File: src/rtl/dacq_pkg.sv
package dacq_pkg;

  typedef enum logic [1:0] {
    MODE_BYPASS = 2'd0,
    MODE_FIFO   = 2'd1,
    MODE_SWING  = 2'd2,
    MODE_RSVD   = 2'd3
  } fifoMode_e;

  // strobes from control to datapath, at most one of pop/swingStep per cycle
  typedef struct packed {
    logic clear;
    logic push;
    logic pop;
    logic swingStep;
    logic bypassLoad;
  } dpStrobe_t;

  localparam int FLAG_W     = 6;
  localparam int BIT_FULL   = 0;
  localparam int BIT_EMPTY  = 1;
  localparam int BIT_WM     = 2;
  localparam int BIT_OVF    = 3;
  localparam int BIT_UDF    = 4;
  localparam int BIT_SWDONE = 5;

  // level flags after a pointer reset: watermark set, empty set, full clear
  localparam logic [2:0] LEVEL_INIT = 3'b110;

endpackage

File: src/rtl/dacq_ctrl.sv
module dacq_ctrl
  import dacq_pkg::*;
#(
  parameter int DEPTH = 16,
  localparam int CW = $clog2(DEPTH + 1)
) (
  input  logic              clk,
  input  logic              rstN,
  input  logic [1:0]        cfgMode,
  input  logic              cfgSwTrigSel,
  input  logic [CW-1:0]     wmLevel,
  input  logic              wrValid,
  input  logic              hwTrig,
  input  logic              swTrig,
  input  logic              fifoRst,
  input  logic [2:0]        flagClr,
  input  logic [FLAG_W-1:0] irqEn,
  input  logic              dmaEnEmpty,
  input  logic              dmaEnWm,
  input  logic [CW-1:0]     count,
  input  logic              swingWrap,
  output dpStrobe_t         strobe,
  output logic [FLAG_W-1:0] status,
  output logic              irq,
  output logic              dmaReq
);

  fifoMode_e mode;
  logic      active;
  logic      trigHit;
  logic      queued;
  logic      isEmpty;
  logic      isFull;
  logic      ovfEvt;
  logic      udfEvt;
  logic [2:0] levelNow;
  logic [2:0] levelHold;
  logic [2:0] levelOut;
  logic      ovfFlag;
  logic      udfFlag;
  logic      swdFlag;

  assign mode    = fifoMode_e'(cfgMode);
  assign active  = !fifoRst;
  assign trigHit = active && (cfgSwTrigSel ? swTrig : hwTrig);
  assign queued  = (mode == MODE_FIFO) || (mode == MODE_SWING);
  assign isEmpty = (count == '0);
  assign isFull  = (count == CW'(DEPTH));

  always_comb begin
    strobe            = '0;
    strobe.clear      = fifoRst;
    strobe.bypassLoad = active && wrValid && !queued;
    strobe.push       = active && wrValid && queued && !isFull;
    strobe.pop        = trigHit && (mode == MODE_FIFO) && !isEmpty;
    strobe.swingStep  = trigHit && (mode == MODE_SWING) && !isEmpty;
  end

  assign ovfEvt = active && wrValid && queued && isFull;
  assign udfEvt = trigHit && queued && isEmpty;

  // level flags, frozen while swinging
  assign levelNow = {(count <= wmLevel), isEmpty, isFull};

  always_ff @(posedge clk or negedge rstN) begin
    if (!rstN)                  levelHold <= LEVEL_INIT;
    else if (fifoRst)           levelHold <= LEVEL_INIT;
    else if (mode != MODE_SWING) levelHold <= levelNow;
  end

  assign levelOut = (mode == MODE_SWING) ? levelHold : levelNow;

  // sticky flags: a new event wins over a same-cycle clear
  always_ff @(posedge clk or negedge rstN) begin
    if (!rstN) begin
      ovfFlag <= 1'b0;
      udfFlag <= 1'b0;
      swdFlag <= 1'b0;
    end else if (fifoRst) begin
      ovfFlag <= 1'b0;
      udfFlag <= 1'b0;
      swdFlag <= 1'b0;
    end else begin
      ovfFlag <= ovfEvt    || (ovfFlag && !flagClr[0]);
      udfFlag <= udfEvt    || (udfFlag && !flagClr[1]);
      swdFlag <= swingWrap || (swdFlag && !flagClr[2]);
    end
  end

  assign status = {swdFlag, udfFlag, ovfFlag, levelOut};
  assign irq    = |(status & irqEn);
  assign dmaReq = (status[BIT_EMPTY] && dmaEnEmpty) || (status[BIT_WM] && dmaEnWm);

endmodule

File: src/rtl/dacq_datapath.sv
module dacq_datapath
  import dacq_pkg::*;
#(
  parameter int DEPTH = 16,
  parameter int DW    = 12,
  localparam int CW = $clog2(DEPTH + 1),
  localparam int PW = $clog2(DEPTH)
) (
  input  logic          clk,
  input  logic          rstN,
  input  dpStrobe_t     strobe,
  input  logic [DW-1:0] wrData,
  output logic [DW-1:0] dacOut,
  output logic [PW-1:0] wrPtr,
  output logic [PW-1:0] rdPtr,
  output logic [CW-1:0] count,
  output logic          swingWrap
);

  logic [DW-1:0] mem [DEPTH];
  logic [PW-1:0] topIdx;
  logic [PW-1:0] rdSwingNext;
  logic          dirDown;
  logic          dirNext;

  function automatic logic [PW-1:0] incIdx(input logic [PW-1:0] idx);
    return (idx == PW'(DEPTH - 1)) ? '0 : idx + 1'b1;
  endfunction

  // newest written entry is the turn-around point of a swing
  assign topIdx = (wrPtr == '0) ? PW'(DEPTH - 1) : wrPtr - 1'b1;

  always_comb begin
    rdSwingNext = rdPtr;
    dirNext     = dirDown;
    swingWrap   = 1'b0;
    if (topIdx == '0) begin
      rdSwingNext = '0;
      dirNext     = 1'b0;
      swingWrap   = strobe.swingStep;
    end else if (!dirDown) begin
      if (rdPtr >= topIdx) begin
        rdSwingNext = topIdx - 1'b1;
        dirNext     = 1'b1;
        swingWrap   = strobe.swingStep && (topIdx == PW'(1));
        if (topIdx == PW'(1)) dirNext = 1'b0;
      end else begin
        rdSwingNext = rdPtr + 1'b1;
      end
    end else begin
      if (rdPtr <= PW'(1)) begin
        rdSwingNext = '0;
        dirNext     = 1'b0;
        swingWrap   = strobe.swingStep;
      end else begin
        rdSwingNext = rdPtr - 1'b1;
      end
    end
  end

  always_ff @(posedge clk) begin
    if (strobe.push) mem[wrPtr] <= wrData;
  end

  always_ff @(posedge clk or negedge rstN) begin
    if (!rstN) begin
      wrPtr   <= '0;
      rdPtr   <= '0;
      count   <= '0;
      dirDown <= 1'b0;
    end else if (strobe.clear) begin
      wrPtr   <= '0;
      rdPtr   <= '0;
      count   <= '0;
      dirDown <= 1'b0;
    end else begin
      if (strobe.push) wrPtr <= incIdx(wrPtr);
      if (strobe.pop) begin
        rdPtr <= incIdx(rdPtr);
      end else if (strobe.swingStep) begin
        rdPtr   <= rdSwingNext;
        dirDown <= dirNext;
      end
      case ({strobe.push, strobe.pop})
        2'b10:   count <= count + CW'(1);
        2'b01:   count <= count - CW'(1);
        default: count <= count;
      endcase
    end
  end

  always_ff @(posedge clk or negedge rstN) begin
    if (!rstN)                                 dacOut <= '0;
    else if (strobe.bypassLoad)                dacOut <= wrData;
    else if (strobe.pop || strobe.swingStep)   dacOut <= mem[rdPtr];
  end

endmodule

File: src/rtl/dac_sample_fifo.sv
module dac_sample_fifo
  import dacq_pkg::*;
#(
  parameter int DEPTH = 16,
  parameter int DW    = 12,
  localparam int CW = $clog2(DEPTH + 1),
  localparam int PW = $clog2(DEPTH)
) (
  input  logic              clk,
  input  logic              rstN,
  input  logic [1:0]        cfgMode,
  input  logic              cfgSwTrigSel,
  input  logic [CW-1:0]     wmLevel,
  input  logic              wrValid,
  input  logic [DW-1:0]     wrData,
  input  logic              hwTrig,
  input  logic              swTrig,
  input  logic              fifoRst,
  input  logic [2:0]        flagClr,
  input  logic [FLAG_W-1:0] irqEn,
  input  logic              dmaEnEmpty,
  input  logic              dmaEnWm,
  output logic [DW-1:0]     dacOut,
  output logic [FLAG_W-1:0] status,
  output logic [PW-1:0]     wrPtr,
  output logic [PW-1:0]     rdPtr,
  output logic              irq,
  output logic              dmaReq
);

  dpStrobe_t     strobe;
  logic [CW-1:0] count;
  logic          swingWrap;

  dacq_ctrl #(.DEPTH(DEPTH)) uCtrl (
    .clk(clk), .rstN(rstN), .cfgMode(cfgMode), .cfgSwTrigSel(cfgSwTrigSel),
    .wmLevel(wmLevel), .wrValid(wrValid), .hwTrig(hwTrig), .swTrig(swTrig),
    .fifoRst(fifoRst), .flagClr(flagClr), .irqEn(irqEn),
    .dmaEnEmpty(dmaEnEmpty), .dmaEnWm(dmaEnWm), .count(count),
    .swingWrap(swingWrap), .strobe(strobe), .status(status),
    .irq(irq), .dmaReq(dmaReq)
  );

  dacq_datapath #(.DEPTH(DEPTH), .DW(DW)) uData (
    .clk(clk), .rstN(rstN), .strobe(strobe), .wrData(wrData),
    .dacOut(dacOut), .wrPtr(wrPtr), .rdPtr(rdPtr), .count(count),
    .swingWrap(swingWrap)
  );

endmodule

File: config.mk
export PLATFORM = sky130hd
export DESIGN_NAME = dac_sample_fifo
export DESIGN_NICKNAME = d
export VERILOG_FILES = /design/src/rtl/dacq_pkg.sv /design/src/rtl/dacq_ctrl.sv /design/src/rtl/dacq_datapath.sv /design/src/rtl/dac_sample_fifo.sv
export SDC_FILE = /design/constraint.sdc
export NUM_CORES = 1
export LEC_CHECK = 0
export BUFFER_PORTS_ARGS = -buffer_cell sky130_fd_sc_hd__buf_2
export CAP_MARGIN = 20
export CORE_MARGIN = 2
export CORE_UTILIZATION = 53
export CTS_BUF_LIST = sky130_fd_sc_hd__clkbuf_16
export DETAILED_ROUTE_END_ITERATION = 7
export PLACE_DENSITY = 0.71
export SLEW_MARGIN = 30
export SYNTH_ARGS = -nofsm -noshare
export SYNTH_HDL_FRONTEND = slang
export SYNTH_SLANG_ARGS = --single-unit
File: constraint.sdc
create_clock -name clk -period 5.4 [get_ports clk]
set_clock_uncertainty 0.1 [all_clocks]
set_input_delay 1.08 -clock clk [delete_from_list [all_inputs] [get_ports clk]]
set_output_delay 1.08 -clock clk [all_outputs]
set_load 0.005 [all_outputs]
**After elaboration in Yosys (flattened, before gate mapping)**

Memories as Yosys holds them, arrays and structs flattened.
Index checks and enable logic that the tools add are counted.

- $add $sub $neg: 7
- Order comparisons: 3
- Equal/unequal tests: 10
- Multiplexer cells: 37
- Bitwise operators: 1
- Reductions and logical operators: 42

Operators by type and width:

| kind | number |
|---|---|
| 4-bit two-way mux | 12 |
| 12-bit two-way mux | 2 |
| 1-bit logical AND | 18 |
| 1-bit two-way mux | 18 |
| 4-bit by 1-bit subtractor with 4-bit output (second input constant) | 3 |
| 5-bit case mux with 2 select lines | 1 |
| 3-bit two-way mux | 3 |
| 4-bit by 1-bit adder with 4-bit output (second input constant) | 2 |
| 4-bit equality test (second input constant) | 2 |
| 4-bit zero test | 2 |
| 2-bit nonzero test | 4 |
| 1-bit zero test | 7 |
| 6-bit bitwise AND | 1 |
| 1-bit logical OR | 6 |
| 3-bit nonzero test | 2 |
| 6-bit OR reduction | 1 |
| 5-bit by 1-bit adder with 5-bit output (second input constant) | 1 |
| 5-bit equality test (second input constant) | 1 |
| 5-bit less-or-equal comparator | 1 |
| 5-bit zero test | 1 |
| 5-bit two-way mux | 1 |
| 5-bit by 1-bit subtractor with 5-bit output (second input constant) | 1 |
| 2-bit by 1-bit equality test with 1-bit output (second input constant) | 2 |
| 2-bit equality test (second input constant) | 2 |
| other kinds (5) | 6 |

- Bits in registers: 32
- RAM bits: 192
- Input port bits: 37
- Output and inout bits: 28
- Word-level logic and storage cells: 110
- Memories kept: 1

Memories:

| memory | depth | bits a word | rd ports | clocked after memory_dff | write ports | line | text |
|---|---|---|---|---|---|---|---|
| uData.mem | 16 | 12 | 1 | 0 | 1 | dacq_datapath.sv:20 | `logic [DW-1:0] mem [DEPTH];` |

**Longest topological paths before layout**

Gate-level depths: netlist of run 1.

- Depth after elaboration: 10
- Mapped depth: 13
- Depth with buffers taken out: 13

**Cells and area by module**

A second synthesis of run 1 with hierarchy kept.

- Cell total of the unflattened synthesis: 617
- Area, all modules: 9848.2 µm²

Modules (own cells, without submodules):

| module | instances | cells an instance | area an instance (µm²) | seq. area each (µm²) |
|---|---|---|---|---|
| dacq_datapath | 1 | 548 | 9253.9 | 6416.2 |
| dacq_ctrl | 1 | 69 | 594.3 | 152.6 |

**Worst setup path after synthesis of run 1**

OpenSTA, ideal clock, no wires.

- Path type: input port to output port
- From: in wmLevel[1]
- To: out irq
- Arrival time: 2295 ps
- Data required time: 4220 ps
- Setup slack: 1925 ps
- Stages: 7
- Path buffers: 0
- Path through: inv_1 ha_1 and3_1 a31oi_1 nand2_1 o21a_1 a221o_1

- Word-level cells in the longest chain between the ends: 4

RTL lines:

| what | line | text |
|---|---|---|
| start, declared | dac_sample_fifo.sv:13 | `input logic [CW-1:0] wmLevel,` |
| 5-bit less-or-equal comparator | dacq_ctrl.sv:63 | `assign levelNow = {(count <= wmLevel), isEmpty, isFull};` |
| 3-bit two-way mux | dacq_ctrl.sv:71 | `assign levelOut = (mode == MODE_SWING) ? levelHold : levelNow;` |
| via status[2] | dac_sample_fifo.sv:24 | `output logic [FLAG_W-1:0] status,` |
| 6-bit bitwise AND | dacq_ctrl.sv:91 | `assign irq = \|(status & irqEn);` |
| 6-bit OR reduction | dacq_ctrl.sv:91 |  |
| end, declared | dac_sample_fifo.sv:27 | `output logic irq,` |

The timed path passes the listed nets, and every way through them passes these cells.

**Final worst setup path of run 1**

- From: reg uData.wrPtr[2]
- To: reg uData.rdPtr[1]

- Word-level cells in the longest chain between the ends: 9
- Elaborated cells between the ends (all ways): 12
- Classes of those cells: add/sub (2); order compare (1); mux (7); reduce/logical (2)

RTL lines:

| what | line | text |
|---|---|---|
| start, declared | dacq_datapath.sv:14 | `output logic [PW-1:0] wrPtr,` |
| start signal, assigned | dacq_datapath.sv:77 | `if (strobe.push) wrPtr <= incIdx(wrPtr);` |
| 4-bit by 1-bit subtractor with 4-bit output or 4-bit zero test (tied branches) | dacq_datapath.sv:31 | `assign topIdx = (wrPtr == '0) ? PW'(DEPTH - 1) : wrPtr - 1'b1;` |
| 4-bit two-way mux * | dacq_datapath.sv:31 |  |
| 4-bit greater-or-equal comparator or 4-bit by 1-bit subtractor with 4-bit output (tied branches) | dacq_datapath.sv:42, dacq_datapath.sv:43 |  |
| 4-bit two-way mux | dacq_datapath.sv:42 | `if (rdPtr >= topIdx) begin` |
| 4-bit two-way mux | dacq_datapath.sv:41 | `end else if (!dirDown) begin` |
| 4-bit two-way mux * | dacq_datapath.sv:37 | `if (topIdx == '0) begin` |
| 4-bit two-way mux * | dacq_datapath.sv:80 | `end else if (strobe.swingStep) begin` |
| 4-bit two-way mux * | dacq_datapath.sv:78 | `if (strobe.pop) begin` |
| 4-bit two-way mux * | dacq_datapath.sv:71 | `end else if (strobe.clear) begin` |
| end signal, assigned | dacq_datapath.sv:79 | `rdPtr <= incIdx(rdPtr);` |
| end signal, assigned | dacq_datapath.sv:81 | `rdPtr <= rdSwingNext;` |
| end, declared | dacq_datapath.sv:15 | `output logic [PW-1:0] rdPtr,` |

Mark *: on every way between the ends. The rest lies on a longest branch, timed or not. The select of a mux whose other input is x is not followed.
A chain may end at the register's enable or synchronous reset.

==> results.sh, run 1 <==
export IMPL_status="completed"
export IMPL_end_kind="register"
export IMPL_cpPeakStageDelay_ps=750
export IMPL_cts_tree="done"
export IMPL_setup_viol=0
export IMPL_tightest_slew_ps=865
export IMPL_critical_path_arrival_ps=4210
export IMPL_vdd_drop_max_uv=306
export IMPL_drive_gt1_frac=0.284
export IMPL_power_density_nw_per_um2=343
export IMPL_power_total_mw=3.80
export IMPL_rsz0062_at_grt="false"
export IMPL_timing_fmax_mhz=255
export IMPL_io_pins=65
export IMPL_fp_dieW_um=140
export IMPL_core_um2=18000
export IMPL_fin_crit_ps=3930
export IMPL_grt_total_usage=0.228
export IMPL_ys_seq_elements=224
export IMPL_worstSkewPairLatency_ps=540
export IMPL_cts_hold_buf=0
export IMPL_placedInstanceArea_um2=10300
export IMPL_rr_endpoint="uData.rdPtr[1]"
export IMPL_cts_setup_buffers=0
export IMPL_antenna_found_initial=0
export IMPL_clk_path_buf_depth=3
export IMPL_clock_sinks=224
export IMPL_area_growth_pct=13.6
export IMPL_crit_path_top_delay_cell="dfrtp_1"
export IMPL_drc=0
export IMPL_grt_overflow_total=0
export IMPL_ant_nets=0
export IMPL_vias=5492
export IMPL_grt_pass1_wl_um=33400
export IMPL_cts_repair_resized=0
export IMPL_ys_types=56
export IMPL_yosys_top_cells_count="edfxtp_1 (192), mux4_2 (53), nand2_1 (32), dfrtp_1 (30), inv_1 (28)"
export IMPL_synth_nets=646
export IMPL_synth_cell_area_um2=9770
export IMPL_grt_pass1_vias=5637
export IMPL_period_share=0.727
export IMPL_dpl_hpwl_um=14300
export IMPL_cp_required_ps=5690
export IMPL_synthArstFlopShare=0.143
export IMPL_grt_busiest_layer="met2"
export IMPL_report_final_hold_viol_count=0
export IMPL_start_kind="register"
export IMPL_r2r_slack_ps=1470
export IMPL_dieArea_um2=19500
export IMPL_synth_main_ff_cell="edfxtp_1"
export IMPL_grtUsageMet1=0.300
export IMPL_relSlewSlack=0.419
export IMPL_port_buffers=64
export IMPL_min_to="uData.dacOut[5]"
export IMPL_worstReg2RegStart="uData.wrPtr[2]"
export IMPL_yosysTopAreaCell="edfxtp_1"
export IMPL_ys_warn_count=0
export IMPL_grt_max_degree=50
export IMPL_n_antenna_cell=0
export IMPL_row_count=49
export IMPL_h_tree_depth=1
export IMPL_die_height_um=140
export IMPL_min_path_cells=2
export IMPL_cts_inserted_buffers=23
export IMPL_synth_edf_count=192
export IMPL_hold_class="reg2reg"
export IMPL_whs_ps=405
export IMPL_netlist_area_leader_share=0.590
export IMPL_drv_slew=0
export IMPL_synth_area_leaders="edfxtp_1 (59%), mux4_2 (12%), dfrtp_1 (7.7%)"
export IMPL_stdcell_area_um2=11100
export IMPL_drt_iter0_markers=473
export IMPL_cp_max_fo=13
export IMPL_drt_wirelength_per_cell_um=24.5
export IMPL_routabilityCongestion=0.859
export IMPL_yosysSeqAreaShare=0.672
export IMPL_netlist_instances=581
export IMPL_dr_pass1_iters=7
export IMPL_worstPathCellList="inv_1 > ha_1 > a21boi_0 > mux2_2 > ha_1 > nor2_1 > nor3_1 > mux2_2 > o21ai_0 > o21ai_0"
export IMPL_initial_core_util=0.542
export IMPL_use_met3=0.0413
export IMPL_r2r_cells=10
export IMPL_syn_avg_cell_area_um2=16.8
export IMPL_fin_tns_setup_ps=0
export IMPL_layout_nets=714
export IMPL_finalWirelength_um=21900
export IMPL_yosysMostFrequentCell="edfxtp_1"
export IMPL_gr_usage_met2=0.387
export IMPL_leakagePower_nw=3.91
export IMPL_crit_type="reg2reg"
export IMPL_hold_path_startpoint="uData.dacOut[5]"
export IMPL_cts_root_buf="clkbuf_16"
export IMPL_path_clk_slew_ps=60
export IMPL_vias_per_cell=6.14
export IMPL_drv_cap=0
-- worst max-delay path by stage --
stage                         from              end  slack [ps]  cells past startpoint
CTS                 uData.wrPtr[2]   uData.rdPtr[1]        1550                     10
finish              uData.wrPtr[2]   uData.rdPtr[1]        1470                     10
floorplan               wmLevel[1]              irq        1920                      7
detailed placement      cfgMode[0]  uData.mem[9][8]        1570                      7
global placement        cfgMode[0]  uData.mem[7][2]        1610                      7
global route        uData.wrPtr[2]   uData.rdPtr[0]        1260                     10
-- metal layers --
layer  part of all wire  wire length [um]
met1               0.38              8330
met2               0.50             11000
met3              0.082              1800
met4              0.034               749
met5                  0                 0
-- cell usage in the layout (no fill, tap or decap), types with 3 or more instances in the layout --
cell,instances
edfxtp_1,192
buf_2,64
mux4_2,53
inv_1,34
nand2_1,32
dfrtp_1,28
ha_1,27
clkbuf_16,23
o21ai_0,20
a211oi_1,14
nor2_1,13
a21oi_1,13
nor2_2,13
mux2i_1,10
and2_1,9
a221o_1,8
xnor2_1,8
buf_4,8
nor3_1,7
a22oi_1,7
nand3_1,6
nand2b_1,6
a31oi_1,6
nor3b_1,3
mux2_2,3
nor2b_1,3
or2_2,3
a22o_1,3
o31ai_1,3
bufinv_16,3
clkinvlp_4,3
clkinv_1,3
-- through the flow --
| stage | instances | setup WS (ps) | utilization |
|---|---|---|---|
| finish | 895 | 1470 | 0.616 |
| global route | 895 | 1260 | 0.616 |
| CTS | 895 | 1550 | 0.614 |
| detailed placement | 853 | 1570 | 0.572 |
| global placement | 853 | 1610 | 0.571 |
| floorplan | 581 | 1920 | - |
-- power breakdown --
group          switching, mW  internal [mW]  leakage (nW)
combinational          0.148          0.124          1.39
clock                  0.656          0.926         0.385
sequential            0.0337           1.92          2.14
total                  0.838           2.97          3.91
-- worst max-delay path: cells and delay by family (launching register included) --
family | cells | cell delay (ps)
mux | 2 | 820
flops | 1 | 750
simple gates | 2 | 740
compound gates | 3 | 550
fa+ha+maj | 2 | 530
buf+inv | 1 | 300
-- cells by family after synthesis --
logic type,after synthesis,synth area share
DFF,224,0.672
and+or+nand+nor,108,0.0548
AOI/OAI and AO/OA,89,0.0649
muxes,66,0.136
buffers and inverters,58,0.0281
adders and majority gates,28,0.0366
xor gates and xnor gates,8,0.00717
-- flip-flops by register name, summed over array words and instances (netlist names) --
signal / cells
uData.mem: 192
uData.dacOut: 12
uData.count: 5
uData.rdPtr: 4
uData.wrPtr: 4
uCtrl.levelHold: 3
uCtrl.ovfFlag: 1
uCtrl.swdFlag: 1
uCtrl.udfFlag: 1
uData.dirDown: 1
-- area by class of cell --
type	instances	area [um^2]
fillers	1285	6930
flip-flops and latches	224	6570
multi-input cells	299	2990
repair buffers	72	380
clock inverters	19	185
inverters	29	109
well taps	229	287
clock buffers	23	576
Note: power is estimated with default switching activity, not from simulation.
==> run 2, diff against run 1 <==
ABC_AREA = 1   (was unset)
clock period = 3.92 ns   (was 5.4 ns; I/O delays follow)
==> results.sh, run 2 <==
export IMPL_setup_viol=0
export IMPL_largest_register="uData.mem"
export IMPL_ys_warn_count=0
export IMPL_vias=7090
export IMPL_power_density_nw_per_um2=498
export IMPL_path_clk_slew_ps=60
export IMPL_n_antenna_cell=0
export IMPL_synthArstFlopShare=0.143
export IMPL_ys_seq_elements=224
export IMPL_tightest_slew_ps=774
export IMPL_rsz0062_at_grt="false"
export IMPL_seq_area_um2=6570
export IMPL_drv_slew=0
export IMPL_cts_setup_buffers=0
export IMPL_ant_nets=0
export IMPL_timing_fmax_mhz=348
export IMPL_netlist_area_leader_share=0.575
export IMPL_whs_ps=252
export IMPL_h_tree_depth=1
export IMPL_clock_sinks=224
export IMPL_die_height_um=142
export IMPL_drv_cap=0
export IMPL_leakagePower_nw=4.47
export IMPL_drt_iter0_markers=695
export IMPL_fin_tns_setup_ps=0
export IMPL_cts_repair_resized=0
export IMPL_crit_type="reg2out"
export IMPL_start_kind="register"
export IMPL_initial_core_util=0.538
export IMPL_netlist_instances=918
export IMPL_core_um2=18600
export IMPL_most_common_layout_cells="edfxtp_1 (192), nor2_1 (164), nand2_1 (141)"
export IMPL_area_growth_pct=13.1
export IMPL_routabilityCongestion=0.854
export IMPL_synth_area_leaders="edfxtp_1 (57%), dfrtp_1 (7.5%), nor2_1 (6.1%)"
export IMPL_worstSkewPairLatency_ps=500
export IMPL_num_fill_cells=1475
export IMPL_grt_pass1_wl_um=35400
export IMPL_drc=0
export IMPL_row_count=50
export IMPL_layout_nets=1051
export IMPL_clk_path_buf_depth=3
export IMPL_period_share=0.734
export IMPL_relSlewSlack=0.484
export IMPL_grt_total_usage=0.230
export IMPL_cts_hold_buf=0
export IMPL_vias_per_cell=5.74
export IMPL_mostFrequentLayoutCell="edfxtp_1"
export IMPL_fin_crit_ps=2880
export IMPL_drive_gt1_frac=0.134
export IMPL_synth_cell_area_um2=10000
export IMPL_antenna_found_initial=0
export IMPL_end_kind="output pin"
export IMPL_critical_path_arrival_ps=1990
export IMPL_reg_top3="uData.mem (192), uData.dacOut (12), uData.count (5)"
export IMPL_port_buffers=64
export IMPL_ys_types=35
export IMPL_vdd_drop_max_uv=429
export IMPL_cts_tree="done"
export IMPL_yosysSeqAreaShare=0.655
export IMPL_grt_overflow_total=0
export IMPL_syn_avg_cell_area_um2=10.9
export IMPL_yosysTopAreaCell="edfxtp_1"
export IMPL_multiInputGateArea_um2=3030
export IMPL_grt_max_degree=104
export IMPL_fp_dieW_um=142
export IMPL_synth_nets=983
export IMPL_status="completed"
export IMPL_r2r_cells=14
export IMPL_r2r_slack_ps=1040
export IMPL_hold_class="in2async"
export IMPL_report_final_hold_viol_count=0
export IMPL_cp_max_fo=4
export IMPL_io_pins=65
export IMPL_yosysMostFrequentCell="edfxtp_1"
export IMPL_largest_reg_flops=192
export IMPL_synth_edf_count=192
export IMPL_cp_required_ps=3040
export IMPL_synth_main_ff_cell="edfxtp_1"
export IMPL_dieArea_um2=20000
export IMPL_finalWirelength_um=22900
export IMPL_dpl_hpwl_um=13400
export IMPL_cts_root_buf="clkbuf_16"
export IMPL_drt_wirelength_per_cell_um=18.5
export IMPL_yosys_top_cells_count="edfxtp_1 (192), nor2_1 (164), nand2_1 (141), o21ai_0 (106), inv_1 (50)"
export IMPL_cts_inserted_buffers=23
export IMPL_dr_pass1_iters=5
export IMPL_grt_pass1_vias=6374
[run 2: cell types whose count changed in the layout (fill, tap and decap cells not counted), moves of 11 or more]
cell	before	now
a211oi_1	14	0
buf_4	8	24
inv_1	34	55
mux4_2	53	0
nand2_1	32	141
nand3_1	6	42
nand4_1	0	15
nor2_1	13	164
nor2_2	13	2
o211ai_1	1	24
o21ai_0	20	106
o221ai_1	0	16
o22ai_1	0	14
[run 2: where the power goes]
part           total, mW  internal (mW)  switching [mW]
registers           2.72           2.67          0.0461
logic              0.810          0.270           0.540
clock network       2.13           1.26           0.864
total               5.66           4.21            1.45
[run 2: critical path, stage by stage (launching register included)]
cell,delay (ps)
dfrtp_1,420
inv_1,150
nand3_1,110
nor2_2,190
inv_1,90
nand2_1,60
o21ai_0,120
inv_1,120
a21oi_1,80
nand2_1,60
buf_2,100
[run 2: logic make-up (layout without fill, tap and decap cells)]
logic type | count (synthesis) | after routing | synth area share
simple gates | 372 | 372 | 0.153
compound gates | 186 | 186 | 0.107
flops | 224 | 224 | 0.655
xor+xnor | 7 | 7 | 0.00611
buf+inv | 101 | 185 | 0.0433
fa+ha+maj | 28 | 28 | 0.0357
[run 2: metrics by stage]
stage	instances	setup slack (ps)	util	area, um^2	power [mW]
6_report	1236	1040	0.609	11300	5.66
5_1_grt	1236	767	0.609	11300	5.90
4_1_cts	1236	1020	0.609	11300	5.69
3_5_place_dp	1195	712	0.569	10600	3.58
3_3_place_gp	1195	756	0.569	10600	3.56
2_1_floorplan	918	1060	-	10000	3.30
[run 2: path summary, 6_finish.rpt]
kind / end / from
worst min register to register: uData.dacOut[11] / uData.dacOut[11]
max in group asynchronous: uData.rdPtr[0] / rstN
min in group clk: uData.dacOut[11] / uData.dacOut[11]
worst min-delay path: uData.wrPtr[1] / rstN
worst max register to register: uData.rdPtr[3] / uData.wrPtr[0]
worst max-delay path: irq / uData.count[1]
[run 2: area by class of cell]
| cell class | count | share of cell area |
|---|---|---|
| flip-flops and latches | 224 | 0.579 |
| inverters | 55 | 0.0182 |
| well taps | 234 | 0.0258 |
| repair buffers | 89 | 0.0451 |
| clock buffers | 23 | 0.0507 |
| multi-input cells | 593 | 0.267 |
| clock inverters | 18 | 0.0142 |
[run 2: per-layer routing]
metal	global-route usage	up-vias	wire (um)	share of wire
met4	0.0768	0	676	0.030
met3	0.0344	51	1490	0.065
li1	-	3374	-	-
met5	0	-	0	0
met1	0.320	3415	9880	0.43
met2	0.376	250	10800	0.47
